`src/rtl/bridge_regport_pkg.sv`:
```
package bridge_regport_pkg;

  typedef enum logic [2:0] {
    TGT_NONE, TGT_CFGA, TGT_CFGD, TGT_IOD, TGT_FBB, TGT_TOC, TGT_BANK
  } tgt_e;

  localparam int          OFF_W   = 12;
  localparam logic [1:0]  SZ_B1   = 2'd0;
  localparam logic [1:0]  SZ_B2   = 2'd1;
  localparam logic [1:0]  SZ_B4   = 2'd2;

  localparam logic [11:0] OFF_FBB  = 12'h010;
  localparam logic [11:0] OFF_TOC  = 12'h014;
  localparam logic [11:0] OFF_CFGA = 12'h040;
  localparam logic [11:0] OFF_CFGD = 12'h044;
  localparam logic [11:0] OFF_IOD  = 12'h048;
  localparam logic [11:0] OFF_BANK = 12'h800;

  localparam logic [31:0] TOC_BASE = 32'hFFFA0030;
  localparam logic [31:0] TOC_KEEP = 32'h0001E000;
  localparam logic [31:0] FBB_KEEP = 32'h00000003;

  function automatic logic [31:0] bank_keep(input int idx);
    case (idx)
      0:       return 32'h0000007F;
      1:       return 32'hFFFFFFFF;
      2:       return 32'h000000FF;
      default: return 32'h0000FFFF;
    endcase
  endfunction

  function automatic logic [31:0] bank_rd_clear(input int idx);
    case (idx)
      0:       return 32'h00000001;
      1:       return 32'h010080E8;
      2:       return 32'h00000007;
      default: return 32'h00000000;
    endcase
  endfunction

endpackage

```
`src/rtl/bridge_regport_decode.sv`:
```
module bridge_regport_decode
  import bridge_regport_pkg::*;
#(
  parameter int BANK_REGS = 8,
  localparam int BANK_IW  = $clog2(BANK_REGS)
) (
  input  logic [OFF_W-1:0]   offset,
  input  logic [1:0]         size,
  output tgt_e               tgt,
  output logic               legal,
  output logic [BANK_IW-1:0] bank_idx
);
  localparam logic [9:0] BANK_W = OFF_BANK[11:2];
  localparam logic [9:0] BANK_N = 10'(BANK_REGS);

  logic [9:0] word;
  logic [9:0] bank_rel;
  logic       win_ok;
  logic       reg_ok;

  always_comb begin
    word     = offset[11:2];
    bank_rel = word - BANK_W;
    win_ok   = (size == SZ_B1) ||
               (size == SZ_B2 && !offset[0]) ||
               (size == SZ_B4 && offset[1:0] == 2'b00);
    reg_ok   = (size == SZ_B4) && (offset[1:0] == 2'b00);
    bank_idx = bank_rel[BANK_IW-1:0];
    tgt      = TGT_NONE;
    legal    = 1'b0;
    if (word == OFF_CFGA[11:2]) begin
      tgt = TGT_CFGA; legal = reg_ok;
    end else if (word == OFF_CFGD[11:2]) begin
      tgt = TGT_CFGD; legal = win_ok;
    end else if (word == OFF_IOD[11:2]) begin
      tgt = TGT_IOD;  legal = win_ok;
    end else if (word == OFF_FBB[11:2]) begin
      tgt = TGT_FBB;  legal = reg_ok;
    end else if (word == OFF_TOC[11:2]) begin
      tgt = TGT_TOC;  legal = reg_ok;
    end else if (word >= BANK_W && bank_rel < BANK_N) begin
      tgt = TGT_BANK; legal = reg_ok;
    end
  end
endmodule

```
`src/rtl/bridge_regport_lanes.sv`:
```
module bridge_regport_lanes
  import bridge_regport_pkg::*;
(
  input  logic        big_end,
  input  logic [1:0]  size,
  input  logic [31:0] din,
  output logic [31:0] dout
);
  always_comb begin
    case (size)
      SZ_B1:   dout = {24'b0, din[7:0]};
      SZ_B2:   dout = big_end ? {16'b0, din[7:0], din[15:8]} : {16'b0, din[15:0]};
      SZ_B4:   dout = big_end ? {din[7:0], din[15:8], din[23:16], din[31:24]} : din;
      default: dout = 32'b0;
    endcase
  end
endmodule

```
`src/rtl/bridge_regport_bank.sv`:
```
module bridge_regport_bank
  import bridge_regport_pkg::*;
#(
  parameter int BANK_REGS = 8,
  localparam int BANK_IW  = $clog2(BANK_REGS)
) (
  input  logic               clk,
  input  logic               rst_n,
  input  logic               wr_en,
  input  logic [BANK_IW-1:0] idx,
  input  logic [31:0]        wdata,
  output logic [31:0]        rdata
);
  logic [31:0] view [BANK_REGS];

  for (genvar g = 0; g < BANK_REGS; g++) begin : g_reg
    localparam logic [31:0] KEEP  = bank_keep(g);
    localparam logic [31:0] CLEAR = bank_rd_clear(g);
    logic [31:0] q;
    logic [31:0] q_nxt;
    logic        q_en;

    always_comb begin
      q_en  = wr_en && (idx == BANK_IW'(g));
      q_nxt = wdata & KEEP;
    end

    always_ff @(posedge clk or negedge rst_n) begin
      if (!rst_n)    q <= '0;
      else if (q_en) q <= q_nxt;
    end

    assign view[g] = q & ~CLEAR;
  end

  assign rdata = view[idx];
endmodule

```
`src/rtl/bridge_regport.sv`:
```
module bridge_regport
  import bridge_regport_pkg::*;
#(
  parameter int BANK_REGS = 8
) (
  input  logic        clk,
  input  logic        rst_n,
  input  logic        req_valid,
  input  logic        req_write,
  input  logic [11:0] req_offset,
  input  logic [1:0]  req_size,
  input  logic [31:0] req_wdata,
  output logic        rsp_valid,
  output logic        rsp_err,
  output logic [31:0] rsp_rdata,
  output logic        dn_valid,
  output logic        dn_write,
  output logic        dn_is_io,
  output logic [31:0] dn_addr,
  output logic [1:0]  dn_size,
  output logic [31:0] dn_wdata,
  input  logic [31:0] dn_rdata
);
  localparam int BANK_IW = $clog2(BANK_REGS);

  // reset: asserted asynchronously, released on a clock edge
  logic rst_meta, rst_sync;
  always_ff @(posedge clk or negedge rst_n) begin
    if (!rst_n) begin
      rst_meta <= 1'b0;
      rst_sync <= 1'b0;
    end else begin
      rst_meta <= 1'b1;
      rst_sync <= rst_meta;
    end
  end

  tgt_e               tgt;
  logic               legal;
  logic [BANK_IW-1:0] bank_idx;

  bridge_regport_decode #(.BANK_REGS(BANK_REGS)) u_dec (
    .offset(req_offset), .size(req_size),
    .tgt(tgt), .legal(legal), .bank_idx(bank_idx)
  );

  logic acc_ok, acc_wr;
  assign acc_ok = req_valid && legal;
  assign acc_wr = acc_ok && req_write;

  // local registers
  logic [31:0] cfga_q, cfga_nxt;
  logic [1:0]  fbb_q,  fbb_nxt;
  logic [31:0] toc_q,  toc_nxt;
  logic        cfga_en, fbb_en, toc_en;

  always_comb begin
    cfga_en  = acc_wr && (tgt == TGT_CFGA);
    fbb_en   = acc_wr && (tgt == TGT_FBB);
    toc_en   = acc_wr && (tgt == TGT_TOC);
    cfga_nxt = req_wdata;
    fbb_nxt  = req_wdata[1:0];
    toc_nxt  = TOC_BASE | (req_wdata & TOC_KEEP);
  end

  always_ff @(posedge clk or negedge rst_sync) begin
    if (!rst_sync) begin
      cfga_q <= '0;
      fbb_q  <= '0;
      toc_q  <= TOC_BASE;
    end else begin
      if (cfga_en) cfga_q <= cfga_nxt;
      if (fbb_en)  fbb_q  <= fbb_nxt;
      if (toc_en)  toc_q  <= toc_nxt;
    end
  end

  logic [31:0] bank_rdata;
  bridge_regport_bank #(.BANK_REGS(BANK_REGS)) u_bank (
    .clk(clk), .rst_n(rst_sync),
    .wr_en(acc_wr && (tgt == TGT_BANK)),
    .idx(bank_idx), .wdata(req_wdata), .rdata(bank_rdata)
  );

  // downstream cycle
  logic [31:0] dn_rval;
  assign dn_valid = acc_ok && (tgt == TGT_CFGD || tgt == TGT_IOD);
  assign dn_is_io = (tgt == TGT_IOD);
  assign dn_write = req_write;
  assign dn_size  = req_size;
  assign dn_addr  = {cfga_q[31:2], req_offset[1:0]};

  bridge_regport_lanes u_wlanes (
    .big_end(dn_is_io), .size(req_size), .din(req_wdata), .dout(dn_wdata)
  );
  bridge_regport_lanes u_rlanes (
    .big_end(dn_is_io), .size(req_size), .din(dn_rdata), .dout(dn_rval)
  );

  // response
  logic [31:0] rd_mux;
  logic        rsp_valid_nxt, rsp_err_nxt;
  logic [31:0] rsp_rdata_nxt;

  always_comb begin
    case (tgt)
      TGT_CFGA: rd_mux = cfga_q;
      TGT_CFGD: rd_mux = dn_rval;
      TGT_IOD:  rd_mux = dn_rval;
      TGT_FBB:  rd_mux = {30'b0, fbb_q};
      TGT_TOC:  rd_mux = toc_q;
      TGT_BANK: rd_mux = bank_rdata;
      default:  rd_mux = 32'b0;
    endcase
    rsp_valid_nxt = req_valid;
    rsp_err_nxt   = req_valid && !legal;
    rsp_rdata_nxt = (acc_ok && !req_write) ? rd_mux : 32'b0;
  end

  always_ff @(posedge clk or negedge rst_sync) begin
    if (!rst_sync) begin
      rsp_valid <= 1'b0;
      rsp_err   <= 1'b0;
      rsp_rdata <= '0;
    end else begin
      rsp_valid <= rsp_valid_nxt;
      rsp_err   <= rsp_err_nxt;
      rsp_rdata <= rsp_rdata_nxt;
    end
  end
endmodule

```
`config.mk`:
```
export PLATFORM = sky130hd
export DESIGN_NAME = bridge_regport
export DESIGN_NICKNAME = d
export VERILOG_FILES = /design/src/rtl/bridge_regport_pkg.sv /design/src/rtl/bridge_regport_decode.sv /design/src/rtl/bridge_regport_lanes.sv /design/src/rtl/bridge_regport_bank.sv /design/src/rtl/bridge_regport.sv
export SDC_FILE = /design/constraint.sdc
export NUM_CORES = 1
export LEC_CHECK = 0
export CAP_MARGIN = 25
export CORE_MARGIN = 10
export CORE_UTILIZATION = 30
export CTS_BUF_LIST = sky130_fd_sc_hd__clkbuf_4 sky130_fd_sc_hd__clkbuf_8 sky130_fd_sc_hd__clkbuf_16
export CTS_CLUSTER_DIAMETER = 60
export DETAILED_ROUTE_END_ITERATION = 10
export GPL_TIMING_DRIVEN = 0
export PLACE_DENSITY = 0.62
export SLEW_MARGIN = 20
export SYNTH_ARGS = -nofsm -noshare
export SYNTH_HDL_FRONTEND = slang
export SYNTH_SLANG_ARGS = --single-unit
```
`constraint.sdc`:
```
create_clock -name clk -period 6.8 [get_ports clk]
set_input_delay 1.02 -clock clk [delete_from_list [all_inputs] [get_ports clk]]
set_output_delay 1.02 -clock clk [all_outputs]
set_load 0.01 [all_outputs]
```
==> flow_summary.yaml <==
worst_hold_path:
  hold_path_depth: 0
  holdCritPathClass: "register to register"
power:
  p_per_area_nw_per_um2: 184
  ir_drop_mv: 0.131
  p_leak_nw: 5.73
synthesis:
  syn_avg_cell_area_um2: 11.3
  synth_top_family_by_area: "multiplexers"
  yosys_warnings: 0
  synthSimpleGateAreaFrac_pct: 9.30
  synth.most_common_cell: "dfrtp_1"
  synth_cells: 898
  synth_compound_area_share_pct: 14.3
  synth_fp_nets: 980
  ys.flop_type: "dfrtp_1"
  synth_seq_cells: 191
  ys_seq_area_share_pct: 47.3
  async_reset_ff_share_pct: 100
  syn-cell-area_um2: 10100
  synth_edf_count: 0
  yosysTopAreaCell: "dfrtp_1"
  ys_types: 63
  ys_top_cells_by_area: "dfrtp_1 (47%), mux2_2 (17%), a21oi_1 (3.9%)"
  synth-xor-area-share_pct: 0.0866
  yosysTopAreaCellShare_pct: 47.3
  synth_fa_ha_area_share_pct: 0
  synthTopCellsByCount: "dfrtp_1 (191), mux2_2 (153), nand2_1 (88), a21oi_1 (79), clkbuf_1 (53)"
  synth.area.mux_share_pct: 22.9
timing:
  worst_slew_pin_slew_ps: 1080
  rsz0062_at_grt: "false"
  fmax_mhz: 167
  drv_slew: 0
  tns_ps: 0
  setup_viol: 0
  finalHoldWorstSlack_ps: 350
  period_minus_slack_ps: 5980
  setup_slack_ps: 825
  slew_headroom_pct: 28.0
  finClkSkew_ps: 9.06
  finalCritPeriodShare_pct: 87.9
  finalHoldViolations: 0
critical_path:
  path_max_fanout: 10
  rr_worst_depth: 4
  worst_setup_path_end_kind: "output pin"
  start_kind: "input port"
  critPathArrivalTime_ps: 4960
  worstPathRequired_ps: 5780
  criticalPathCategory: "input port to output pin"
global_route:
  track_usage_pct: 18.1
  busiest_layer: "met2"
  grt_use_met2_pct: 29.6
  use_met3_pct: 4.52
  grt_max_degree: 58
  grt_pass1_vias: 8509
  grt_first_pass_wirelength_mm: 56.7
  antenna_found_initial: 5
  gr-usage-met1_pct: 22.3
  grt-ovfl-total: 0
floorplan:
  rows: 67
  io_pins: 185
  core_region_area_um2: 33400
  die_h_um: 204
  die-area_um2: 41500
  die_w_um: 204
  initial_utilization_pct: 30.3
finish:
  regArea_um2: 4780
  antenna_cells: 0
  fin_nets: 1179
  final_layout_size_suffix_gt1_share_pct: 25.3
  fin_util_pct: 39.4
  final.fill_count: 3299
  syn_to_final_growth_pct: 30.0
  multi_input_area_um2: 4730
clock_tree:
  clk_latency_ps: 440
  cts_buffers: 17
  cts_tree: "done"
  clock_sinks: 191
  cts_resized: 0
  postCtsSetupRepairBufs: 0
  h-tree-depth: 4
  clkSlewWorstSetupHoldPaths_ps: 70
  root_buffer: "clkbuf_16"
  cts_max_path_buffers: 2
  hold_buffers: 0
detailed_routing:
  drt_wl_total_mm: 38.2
  drtIter0Drc: 761
  dr_total_vias: 8405
  routedWlPerCell_um: 24.5
  ant_nets: 0
  route.detailed.drc: 0
  via_per_inst: 5.39
  firstDrtPassIters: 5
run_status:
  status: "finished, final reports clean"
placed_design:
  pre_cts_ws_ps: 960
  hpwl_mm: 29.4
  gp_congestion: 0.964
  io_buffers: 175
run:
  maxCapViolCount: 0
where the power goes:
part           leakage, nW  internal, mW  switching [mW]
clock                0.296         0.576           0.458
sequential            2.66          1.14         0.00705
combinational         2.77        0.0962           0.140
total                 5.73          1.81           0.605
cells in the final DEF, fill, tap and decap left out, types with 7 or more instances in the layout:
cell / Yosys / final
a221oi_1: 13 / 13
clkbuf_16: 0 / 17
nor2b_1: 8 / 8
mux2_2: 153 / 153
nand2_1: 88 / 88
buf_4: 45 / 45
o22ai_1: 15 / 15
nor2_1: 18 / 18
and2_1: 7 / 7
a21oi_1: 79 / 79
o21bai_1: 9 / 9
a22oi_1: 8 / 8
clkbuf_1: 53 / 53
dfrtp_1: 191 / 190
o221a_2: 8 / 8
mux2_1: 7 / 7
mux4_2: 16 / 16
clkdlybuf4s50_1: 0 / 175
buf_1: 8 / 8
inv_1: 9 / 9
o21ai_0: 35 / 35
a31oi_1: 7 / 7
nand3_1: 13 / 13
a21o_1: 20 / 20
worst max-delay path: stages:
cell	delay, ps
clkdlybuf4s50_1	580
clkbuf_1	390
nor2b_1	400
and4_1	240
clkbuf_1	450
clkbuf_1	420
buf_1	430
nand2_1	100
a21oi_1	290
clkdlybuf4s50_1	620
flip-flops by register name, summed over array words and instances (netlist names):
name / cells
rsp_rdata: 32
rst_sync: 1
rsp_valid: 1
cfga_q: 32
toc_q: 4
rsp_err: 1
u_bank.g.q: 117
rst_meta: 1
fbb_q: 2
kinds of logic after synthesis:
family / Yosys count
flip-flops: 191
buffers and inverters: 118
other: 1
XOR/XNOR: 1
AND/OR/NAND/NOR: 176
multiplexers: 188
AO/OA/AOI/OAI: 223
layer usage:
metal	vias to the layer above	share of wire, %
met3	91	7.5
met1	4258	41
met4	10	3.9
met2	380	47
li1	3666	-
met5	-	0.15
final timing paths:
| check | end | slack (ps) | from |
|---|---|---|---|
| worst max-delay path | dn_wdata[22] | 820 | req_offset[3] |
| worst min-delay path | rst_sync | 350 | rst_meta |
| worst max register to register | rsp_rdata[3] | 5030 | u_bank.g_reg[4].q[3] |
| worst min register to register | rst_sync | 350 | rst_meta |
| max in group asynchronous | u_bank.g_reg[3].q[9] | 5410 | rst_sync |
| min in group asynchronous | u_bank.g_reg[6].q[3] | 380 | rst_sync |
layout make-up:
class | instances | area share, %
Sequential cell | 191 | 36.4
Clock buffer | 20 | 3.50
Buffer | 108 | 4.43
Clock inverter | 12 | 1.11
Tap cell | 448 | 4.26
Multi-Input combinational cell | 589 | 36.0
Timing Repair Buffer | 180 | 14.0
Inverter | 10 | 0.285
metrics by stage:
stage / instances / area [µm²] / power [mW]
finish: 1558 / 13100 / 2.41
global route: 1558 / 13100 / 2.50
CTS: 1557 / 13100 / 2.43
detailed placement: 1525 / 12500 / 1.40
global placement: 1521 / 12400 / 1.39
floorplan: 898 / 10100 / 1.26
Note: power is estimated with default switching activity, not from simulation.
